File: config.mk
export PLATFORM = sky130hd
export DESIGN_NAME = usb_rx_ep_ctrl
export DESIGN_NICKNAME = d
export VERILOG_FILES = /design/src/rtl/usb_rx_ep_pkg.sv /design/src/rtl/rx_slot_tracker.sv /design/src/rtl/rx_retry_counter.sv /design/src/rtl/rx_nak_timer.sv /design/src/rtl/usb_rx_ep_ctrl.sv
export SDC_FILE = /design/constraint.sdc
export NUM_CORES = 1
export LEC_CHECK = 0
export BUFFER_PORTS_ARGS = -buffer_cell sky130_fd_sc_hd__buf_2
export CAP_MARGIN = 5
export CORE_MARGIN = 8
export CORE_UTILIZATION = 43
export CTS_BUF_LIST = sky130_fd_sc_hd__clkbuf_2
export DETAILED_ROUTE_END_ITERATION = 10
export PLACE_DENSITY = 0.77
export SYNTH_ARGS = -nofsm -noshare
export SYNTH_HDL_FRONTEND = slang
export SYNTH_SLANG_ARGS = --single-unit
File: constraint.sdc
create_clock -name clk -period 0.9 [get_ports clk]
set_input_delay 0.135 -clock clk [delete_from_list [all_inputs] [get_ports clk]]
set_output_delay 0.135 -clock clk [all_outputs]
set_load 0.02 [all_outputs]
File: src/rtl/usb_rx_ep_pkg.sv
package usb_rx_ep_pkg;
  typedef enum logic [1:0] {
    EPK_CTRL = 2'd0,
    EPK_ISO  = 2'd1,
    EPK_BULK = 2'd2,
    EPK_INTR = 2'd3
  } ep_kind_e;

  localparam int unsigned SB_CLRTGL = 7;
  localparam int unsigned SB_STALL  = 6;
  localparam int unsigned SB_REQ    = 5;
  localparam int unsigned SB_FLUSH  = 4;
  localparam int unsigned SB_NAKTO  = 3;
  localparam int unsigned SB_ERR    = 2;
  localparam int unsigned SB_FULL   = 1;
  localparam int unsigned SB_RDY    = 0;
endpackage

File: src/rtl/rx_slot_tracker.sv
module rx_slot_tracker #(
  parameter int unsigned DEPTH = 2
) (
  input  logic clk,
  input  logic rst_n,
  input  logic push_req,
  input  logic pop_req,
  output logic accepted,
  output logic ready,
  output logic full
);
  localparam int unsigned CW = $clog2(DEPTH + 1);
  localparam logic [CW-1:0] LAST = CW'(DEPTH);

  logic [CW-1:0] cnt_q, cnt_d;
  logic push, pop;

  always_comb begin
    push  = push_req && (cnt_q != LAST);
    pop   = pop_req && (cnt_q != '0);
    cnt_d = cnt_q;
    if (push && !pop)      cnt_d = cnt_q + 1'b1;
    else if (pop && !push) cnt_d = cnt_q - 1'b1;
  end

  always_ff @(posedge clk or negedge rst_n) begin
    if (!rst_n) cnt_q <= '0;
    else        cnt_q <= cnt_d;
  end

  assign accepted = push;
  assign ready    = (cnt_q != '0);
  assign full     = (cnt_q == LAST);
endmodule

File: src/rtl/rx_retry_counter.sv
module rx_retry_counter #(
  parameter int unsigned LIMIT = 3
) (
  input  logic clk,
  input  logic rst_n,
  input  logic enable,
  input  logic miss,
  input  logic hit,
  output logic exhausted
);
  localparam int unsigned AW = $clog2(LIMIT + 1);
  localparam logic [AW-1:0] TOP = AW'(LIMIT - 1);

  logic [AW-1:0] att_q, att_d;

  always_comb begin
    exhausted = enable && miss && !hit && (att_q == TOP);
    att_d     = att_q;
    if (hit)            att_d = '0;
    else if (exhausted) att_d = '0;
    else if (enable && miss) att_d = att_q + 1'b1;
  end

  always_ff @(posedge clk or negedge rst_n) begin
    if (!rst_n) att_q <= '0;
    else        att_q <= att_d;
  end
endmodule

File: src/rtl/rx_nak_timer.sv
module rx_nak_timer #(
  parameter int unsigned NAK_W = 5
) (
  input  logic             clk,
  input  logic             rst_n,
  input  logic             enable,
  input  logic [NAK_W-1:0] limit,
  input  logic             nak,
  input  logic             data,
  input  logic             tick,
  output logic             timeout
);
  logic             act_q, act_d;
  logic [NAK_W-1:0] frm_q, frm_d;

  always_comb begin
    act_d   = act_q;
    frm_d   = frm_q;
    timeout = 1'b0;
    if (!enable || data) begin
      act_d = 1'b0;
      frm_d = '0;
    end else if (act_q) begin
      if (tick) begin
        if (frm_q >= limit) begin
          timeout = 1'b1;
          act_d   = 1'b0;
          frm_d   = '0;
        end else begin
          frm_d = frm_q + 1'b1;
        end
      end
    end else if (nak) begin
      act_d = 1'b1;
      frm_d = '0;
    end
  end

  always_ff @(posedge clk or negedge rst_n) begin
    if (!rst_n) begin
      act_q <= 1'b0;
      frm_q <= '0;
    end else begin
      act_q <= act_d;
      frm_q <= frm_d;
    end
  end
endmodule

File: src/rtl/usb_rx_ep_ctrl.sv
module usb_rx_ep_ctrl
  import usb_rx_ep_pkg::*;
#(
  parameter int unsigned DEPTH       = 2,
  parameter int unsigned RETRY_LIMIT = 3,
  parameter int unsigned MAXP_W      = 11,
  parameter int unsigned NAK_W       = 5
) (
  input  logic              clk,
  input  logic              rst_n,
  input  logic              csr_wr,
  input  logic [7:0]        csr_wdata,
  output logic [7:0]        csr_rdata,
  input  logic [1:0]        cfg_ep_type,
  input  logic              cfg_autoclr,
  input  logic [MAXP_W-1:0] cfg_max_pkt,
  input  logic [NAK_W-1:0]  cfg_nak_limit,
  input  logic              pe_pkt_rx,
  input  logic              pe_stall,
  input  logic              pe_nak,
  input  logic              pe_no_data,
  input  logic              unload_done,
  input  logic [MAXP_W-1:0] unload_bytes,
  input  logic              frame_tick,
  output logic              data_toggle,
  output logic              in_req,
  output logic              ep_irq
);
  logic [1:0] rsync_q;
  logic       rst_core_n;

  always_ff @(posedge clk or negedge rst_n) begin
    if (!rst_n) rsync_q <= 2'b00;
    else        rsync_q <= {rsync_q[0], 1'b1};
  end
  assign rst_core_n = rsync_q[1];

  ep_kind_e kind;
  assign kind = ep_kind_e'(cfg_ep_type);

  logic stall_q, stall_d;
  logic req_q, req_d;
  logic nakto_q, nakto_d;
  logic err_q, err_d;
  logic tgl_q, tgl_d;
  logic inreq_q, inreq_d;
  logic irq_q, irq_d;

  logic accepted, ready, full;
  logic pop_req, auto_pop, sw_pop;
  logic retry_en, exhausted;
  logic timer_en, timeout;

  assign sw_pop   = csr_wr && (csr_wdata[SB_FLUSH] || !csr_wdata[SB_RDY]);
  assign auto_pop = cfg_autoclr && unload_done && (unload_bytes == cfg_max_pkt);
  assign pop_req  = sw_pop || auto_pop;

  rx_slot_tracker #(.DEPTH(DEPTH)) u_slots (
    .clk      (clk),
    .rst_n    (rst_core_n),
    .push_req (pe_pkt_rx),
    .pop_req  (pop_req),
    .accepted (accepted),
    .ready    (ready),
    .full     (full)
  );

  assign retry_en = (kind == EPK_BULK) || (kind == EPK_INTR);

  rx_retry_counter #(.LIMIT(RETRY_LIMIT)) u_retry (
    .clk       (clk),
    .rst_n     (rst_core_n),
    .enable    (retry_en),
    .miss      (pe_no_data),
    .hit       (pe_pkt_rx),
    .exhausted (exhausted)
  );

  assign timer_en = (kind == EPK_BULK) && (cfg_nak_limit != '0) && !nakto_q;

  rx_nak_timer #(.NAK_W(NAK_W)) u_nak (
    .clk     (clk),
    .rst_n   (rst_core_n),
    .enable  (timer_en),
    .limit   (cfg_nak_limit),
    .nak     (pe_nak),
    .data    (pe_pkt_rx),
    .tick    (frame_tick),
    .timeout (timeout)
  );

  always_comb begin
    stall_d = stall_q;
    req_d   = req_q;
    nakto_d = nakto_q;
    err_d   = err_q;
    tgl_d   = tgl_q;
    if (csr_wr) begin
      if (!csr_wdata[SB_STALL]) stall_d = 1'b0;
      if (!csr_wdata[SB_NAKTO]) nakto_d = 1'b0;
      if (!csr_wdata[SB_ERR])   err_d   = 1'b0;
      req_d = csr_wdata[SB_REQ] && !nakto_q;
    end
    if (pe_stall)  stall_d = 1'b1;
    if (exhausted) err_d   = 1'b1;
    if (timeout) begin
      nakto_d = 1'b1;
      req_d   = 1'b0;
    end
    if (accepted) begin
      req_d = 1'b0;
      tgl_d = !tgl_q;
    end
    if (csr_wr && csr_wdata[SB_CLRTGL]) tgl_d = 1'b0;
    inreq_d = csr_wr && csr_wdata[SB_REQ] && !nakto_q;
    irq_d   = accepted || pe_stall || exhausted;
  end

  always_ff @(posedge clk or negedge rst_core_n) begin
    if (!rst_core_n) begin
      stall_q <= 1'b0;
      req_q   <= 1'b0;
      nakto_q <= 1'b0;
      err_q   <= 1'b0;
      tgl_q   <= 1'b0;
      inreq_q <= 1'b0;
      irq_q   <= 1'b0;
    end else begin
      stall_q <= stall_d;
      req_q   <= req_d;
      nakto_q <= nakto_d;
      err_q   <= err_d;
      tgl_q   <= tgl_d;
      inreq_q <= inreq_d;
      irq_q   <= irq_d;
    end
  end

  logic unused_wbit;
  assign unused_wbit = csr_wdata[SB_FULL];

  always_comb begin
    csr_rdata            = 8'h00;
    csr_rdata[SB_STALL]  = stall_q;
    csr_rdata[SB_REQ]    = req_q;
    csr_rdata[SB_NAKTO]  = nakto_q;
    csr_rdata[SB_ERR]    = err_q;
    csr_rdata[SB_FULL]   = full;
    csr_rdata[SB_RDY]    = ready;
  end

  assign data_toggle = tgl_q;
  assign in_req      = inreq_q;
  assign ep_irq      = irq_q;
endmodule

---- Yosys cells after proc, flatten, opt, wreduce, memory -nomap -nowiden ----
Index checks and enable logic that the tools add are counted.
word-level totals
  output and inout bits ................... 11
  logic and storage cells ................. 103
  flip-flop bits (word level) ............. 19
  input port bits ......................... 47
operators by class
  magnitude comparators ................... 1
  multiplexer cells ....................... 33
  equal/unequal tests ..................... 10
  add/sub/neg operators ................... 4
  reduce and logical (&&, ||, !) cells .... 43
operator list
  kind                                                                     number
  5-bit two-way mux                                                        5
  1-bit two-way mux                                                        23
  1-bit logical AND                                                        16
  2-bit nonzero test                                                       6
  11-bit equality test                                                     1
  2-bit two-way mux                                                        5
  3-bit nonzero test                                                       3
  2-bit equality test, second input constant                               4
  2-bit AND reduction                                                      4
  1-bit zero test                                                          7
  1-bit logical OR                                                         6
  2-bit by 1-bit inequality test with 1-bit output, second input constant  3
  5-bit by 1-bit adder with 5-bit output, second input constant            1
  5-bit >= comparator                                                      1
  5-bit nonzero test                                                       1
  2-bit by 1-bit adder with 2-bit output, second input constant            2
  3-bit inequality test, second input constant                             1
  2-bit inequality test, second input constant                             1
  2-bit by 1-bit subtractor with 2-bit output, second input constant       1

---- Logic depth before layout (Yosys ltp) ----
  depth after elaboration ................. 8
  depth in mapped cells ................... 8
  depth with buffers taken out ............ 8

---- By module ----
A second synthesis with hierarchy kept.
unflattened totals
  cell total of the unflattened synthesis .. 126
  area, all modules ....................... 1219.9 um^2
by module, submodules not included
  module            cells an instance  area each (um^2)  times used  sequential area each (um^2)
  usb_rx_ep_ctrl    55                 539.3             1           225.2
  rx_nak_timer      50                 450.4             1           150.1
  rx_slot_tracker   11                 117.6             1           50.0
  rx_retry_counter  10                 112.6             1           50.0

---- Worst setup path after synthesis ----
OpenSTA, ideal clock, no wires.
  kind .................................... in2reg
  from .................................... in cfg_max_pkt[9]
  to ...................................... reg u_slots.cnt_q[1]
  stages on the path ...................... 7
  path buffers ............................ 0
  setup time .............................. 0.079 ns
  arrival ................................. 1.631 ns
  data required time ...................... 0.821 ns
  setup slack ............................. -0.810 ns
  cell sequence ........................... xor2_1 > or4_1 > o31ai_1 > nand2_1 > ha_1 > nor2_1 > xor2_1
on the way
  longest elaborated chain between the ends .. 7
  elaborated cells between the ends (all ways) .. 9
  classes of those cells .................. 1 x eq/ne; 1 x mux; 7 x reduce/logical
ends and longest elaborated chain
  item                                                     line                   RTL
  start: declaration                                       usb_rx_ep_ctrl.sv:16   input logic [MAXP_W-1:0] cfg_max_pkt,
  11-bit equality test *                                   usb_rx_ep_ctrl.sv:55   assign auto_pop = cfg_autoclr && unload_done && (unload_bytes == cfg_max_pkt);
  1-bit logical AND *                                      usb_rx_ep_ctrl.sv:55
  1-bit logical OR *                                       usb_rx_ep_ctrl.sv:56   assign pop_req = sw_pop || auto_pop;
  1-bit logical AND *                                      rx_slot_tracker.sv:20  pop = pop_req && (cnt_q != '0);
  1-bit zero test                                          rx_slot_tracker.sv:22  if (push && !pop) cnt_d = cnt_q + 1'b1;
  1-bit logical AND                                        rx_slot_tracker.sv:22
  2-bit two-way mux or 2-bit nonzero test (tied branches)  n/a
  end signal: assignment                                   rx_slot_tracker.sv:28  else cnt_q <= cnt_d;
  end: declaration                                         rx_slot_tracker.sv:15  logic [CW-1:0] cnt_q, cnt_d;
Mark *: on every way between the ends. The rest lies on a longest branch, timed or not.
A chain may end at the register's enable or synchronous reset.

---- Worst setup path in the final report ----
  from .................................... reg u_nak.frm_q[2]
  to ...................................... reg u_nak.frm_q[2]
on the way
  longest elaborated chain between the ends .. 5
  elaborated cells between the ends (all ways) .. 6
  classes of those cells .................. 1 x add/sub; 1 x order compare; 4 x mux
ends and longest elaborated chain
  item                                                                           line                                    RTL
  start: declaration                                                             rx_nak_timer.sv:14                      logic [NAK_W-1:0] frm_q, frm_d;
  start signal: assignment                                                       rx_nak_timer.sv:45                      frm_q <= frm_d;
  5-bit by 1-bit adder with 5-bit output or 5-bit >= comparator (tied branches)  rx_nak_timer.sv:30, rx_nak_timer.sv:25
  5-bit two-way mux *                                                            rx_nak_timer.sv:25                      if (frm_q >= limit) begin
  5-bit two-way mux *                                                            rx_nak_timer.sv:24                      if (tick) begin
  5-bit two-way mux *                                                            rx_nak_timer.sv:23                      end else if (act_q) begin
  5-bit two-way mux *                                                            rx_nak_timer.sv:20                      if (!enable || data) begin
Mark *: on every way between the ends. The rest lies on a longest branch, timed or not. The select of a mux whose other input is x is not followed.

==> impl_metrics.yaml <==
clock_tree:
  cts_tree: "done"
  clk_path_buf_depth: 2
  cts-buffers-inserted: 3
  htree_levels: 1
  clkTransAtPathRegs_ns: 0.19
  insertion_delay_ns: 0.32
  cts.sinks: 19
  cts_root_buf: "clkbuf_2"
setup_path:
  worstPathArrival_ns: 1.88
  start_kind: "register"
  crit_fanout: 3
  critPathBufInv: 0
  critical_path.top_delay_family: "compound AO/OA/AOI/OAI gates"
  max_stage_delay_ns: 0.46
  cp_slowest_cell: "dfrtp_1"
  required_ns: 1.15
  critical_path_class: "register to register"
  worstPathCellList: "ha_4 > a211o_1 > a31oi_4 > o2111a_1 > a22o_1"
  endpoint_kind: "register"
routing:
  antenna_left: 0
  vias: 1203
  drc: 0
  wirelength_um: 3620
  wl_per_cell_um: 14.8
  drtPass1Iterations: 4
  viasPerCell: 4.91
  drt_iter0_drc: 38
synthesis:
  async_reset_ff_share_pct: 100
  yosysSeqAreaShare_pct: 37.8
  synth_warnings: 0
  syn_area_per_cell_um2: 10.1
  ys_types: 39
  netlist_area_mm2: 0.00126
  synth_flop_cell: "dfrtp_1"
  synth_edf_count: 0
  synthCells: 125
  ys_ff_latch: 19
global_route:
  grt_max_degree: 18
  grt_pass1_vias: 1328
  grt_util_all_layers_pct: 14.3
  grt_remaining_overflow: 0
  antenna_found_initial: 0
  grt_pass1_wl_um: 5910
placement:
  globalplace.congestion: 0.731
  placed_area_mm2: 0.00175
  dp.cells: 231
  dpl.hpwl_um: 2850
  io_buffers: 54
power:
  leakagePower_nw: 1.01
  total_power_mw: 2.87
  p_per_area_mw_per_mm2: 1390
  vdd_ir_drop_max_mv: 1.54
cells_and_area:
  layout-drive-gt1-share_pct: 57.5
  mostFrequentLayoutCell: "buf_2"
  post-route-cell-area_mm2: 0.00206
  fillers: 181
  nets: 269
  diodes: 0
  stdcell_count: 245
  final_cell_mix: "buf_2 (44), buf_4 (29), dfrtp_1 (19), buf_6 (16)"
  area_growth_pct: 63.5
timing:
  hold_viol_final: 0
  final_max_slew_viol_count: 0
  fin_crit_ns: 1.62
  skew_ns: 0.0241
  finalCritPeriodShare_pct: 180
  setup_tns_ns: -9.01
  finalSetupViolCount: 22
  rsz0062_at_grt: "true"
  fmax_mhz: 617
  layout_setup_ws_ns: -0.720
  whs_ns: 0.0232
die:
  die_width_um: 70.1
  coreArea_mm2: 0.00278
  die_area_mm2: 0.00491
  start_util_pct: 45.3
  rows: 19
  io_pins: 58
  fp.dieH_um: 70.1
outcome:
  violations: "negative setup slack"
  status: "finished, violations left"
worst_hold_path:
  hp-class: "primary input to register"
flow_run:
  cap_violations: 0
-- repair_timing --
action / in CTS / in global routing
hold buffers: 2 / 1
resized for setup: 33 / 16
endpoints found under the setup margin: 23 / 24
hold endpoints to repair: 4 / 2
buffers inserted: 5 / 3
pin swaps: 4 / 7
-- state kept, by name, summed over array words and instances (netlist names) --
name	count
u_nak.frm_q	5
data_toggle	1
nakto_q	1
stall_q	1
req_q	1
in_req	1
u_slots.cnt_q	2
u_retry.att_q	2
ep_irq	1
rsync_q	2
u_nak.act_q	1
err_q	1
-- final timing paths --
path	slack, ns	depth (start not counted)	startpoint	endpoint
min reg2reg	0.16	1	rsync_q[1]$_DFF_PN0_	u_retry.att_q[1]$_DFFE_PN0P_
min	0.02	3	csr_wdata[5]	in_req$_DFF_PN0_
max in group asynchronous	0.53	1	rsync_q[1]$_DFF_PN0_	u_nak.frm_q[2]$_DFFE_PN0P_
max	-0.72	5	u_nak.frm_q[2]$_DFFE_PN0P_	u_nak.frm_q[2]$_DFFE_PN0P_
max reg2reg	-0.72	5	u_nak.frm_q[2]$_DFFE_PN0P_	u_nak.frm_q[2]$_DFFE_PN0P_
min in group asynchronous	0.12	2	rst_n	rsync_q[1]$_DFF_PN0_
-- layer usage --
layer	routed length, um	vias to the layer above	share of wire, %	global-route usage (%)
met5	0	-	0	0
met4	55	0	1.5	3.79
met1	1290	573	36	13.5
met2	2080	31	57	27.6
met3	188	4	5.2	5.37
li1	-	595	-	-
-- Yosys cell counts (all sizes together) (2+ instances only) --
cell type   n  area share, %
ha          7            7.0
buf         8            4.8
a21oi       5            2.0
a22o        2            1.4
nor2        4            1.2
inv         9            2.7
xnor2      10            7.0
nand2      11            3.3
conb        2           0.60
nand4       2           0.99
o21ai       9            4.8
dfrtp      19             38
nand2b      6            3.2
nor2b       2            1.2
a211oi      3            3.8
xor2        7            4.9
nand3       2           0.80
-- area by class of cell --
type                    instances  area [um^2]  share of cell area, %
repair buffers                 92          648                   31.5
clock buffers                   3         15.0                  0.729
multi-input cells              90          842                   40.9
flip-flops and latches         19          475                   23.1
inverters                       9         33.8                   1.64
clock inverters                 1         5.00                  0.243
well taps                      31         38.8                   1.88
-- power by group --
part           switching [mW]  internal, mW  total (mW)
logic                   0.614         0.842        1.46
registers              0.0884         0.958        1.05
clock network           0.267         0.101       0.368
-- worst min-delay path, stage by stage --
cell,delay (ns)
buf_2,0.10
nand2_1,0.07
nor2_2,0.04
-- per-stage QoR --
step	worst slack, ns	util [%]
2_1_floorplan	-0.768	-
3_3_place_gp	-0.930	62.9
3_5_place_dp	-1.00	62.9
4_1_cts	-0.701	70.6
5_1_grt	-0.756	74.0
6_report	-0.720	74.0
-- kinds of logic after synthesis --
logic type	Yosys count	synth area share [%]
XOR/XNOR	17	11.8
buffers and inverters	17	7.46
adder cells (fa/ha/maj)	7	6.96
multiplexers	1	0.895
AO/OA/AOI/OAI	27	18.6
AND/OR/NAND/NOR	35	15.9
other	2	0.597
flip-flops	19	37.8
No activity file was read; power rests on OpenSTA's default activity.
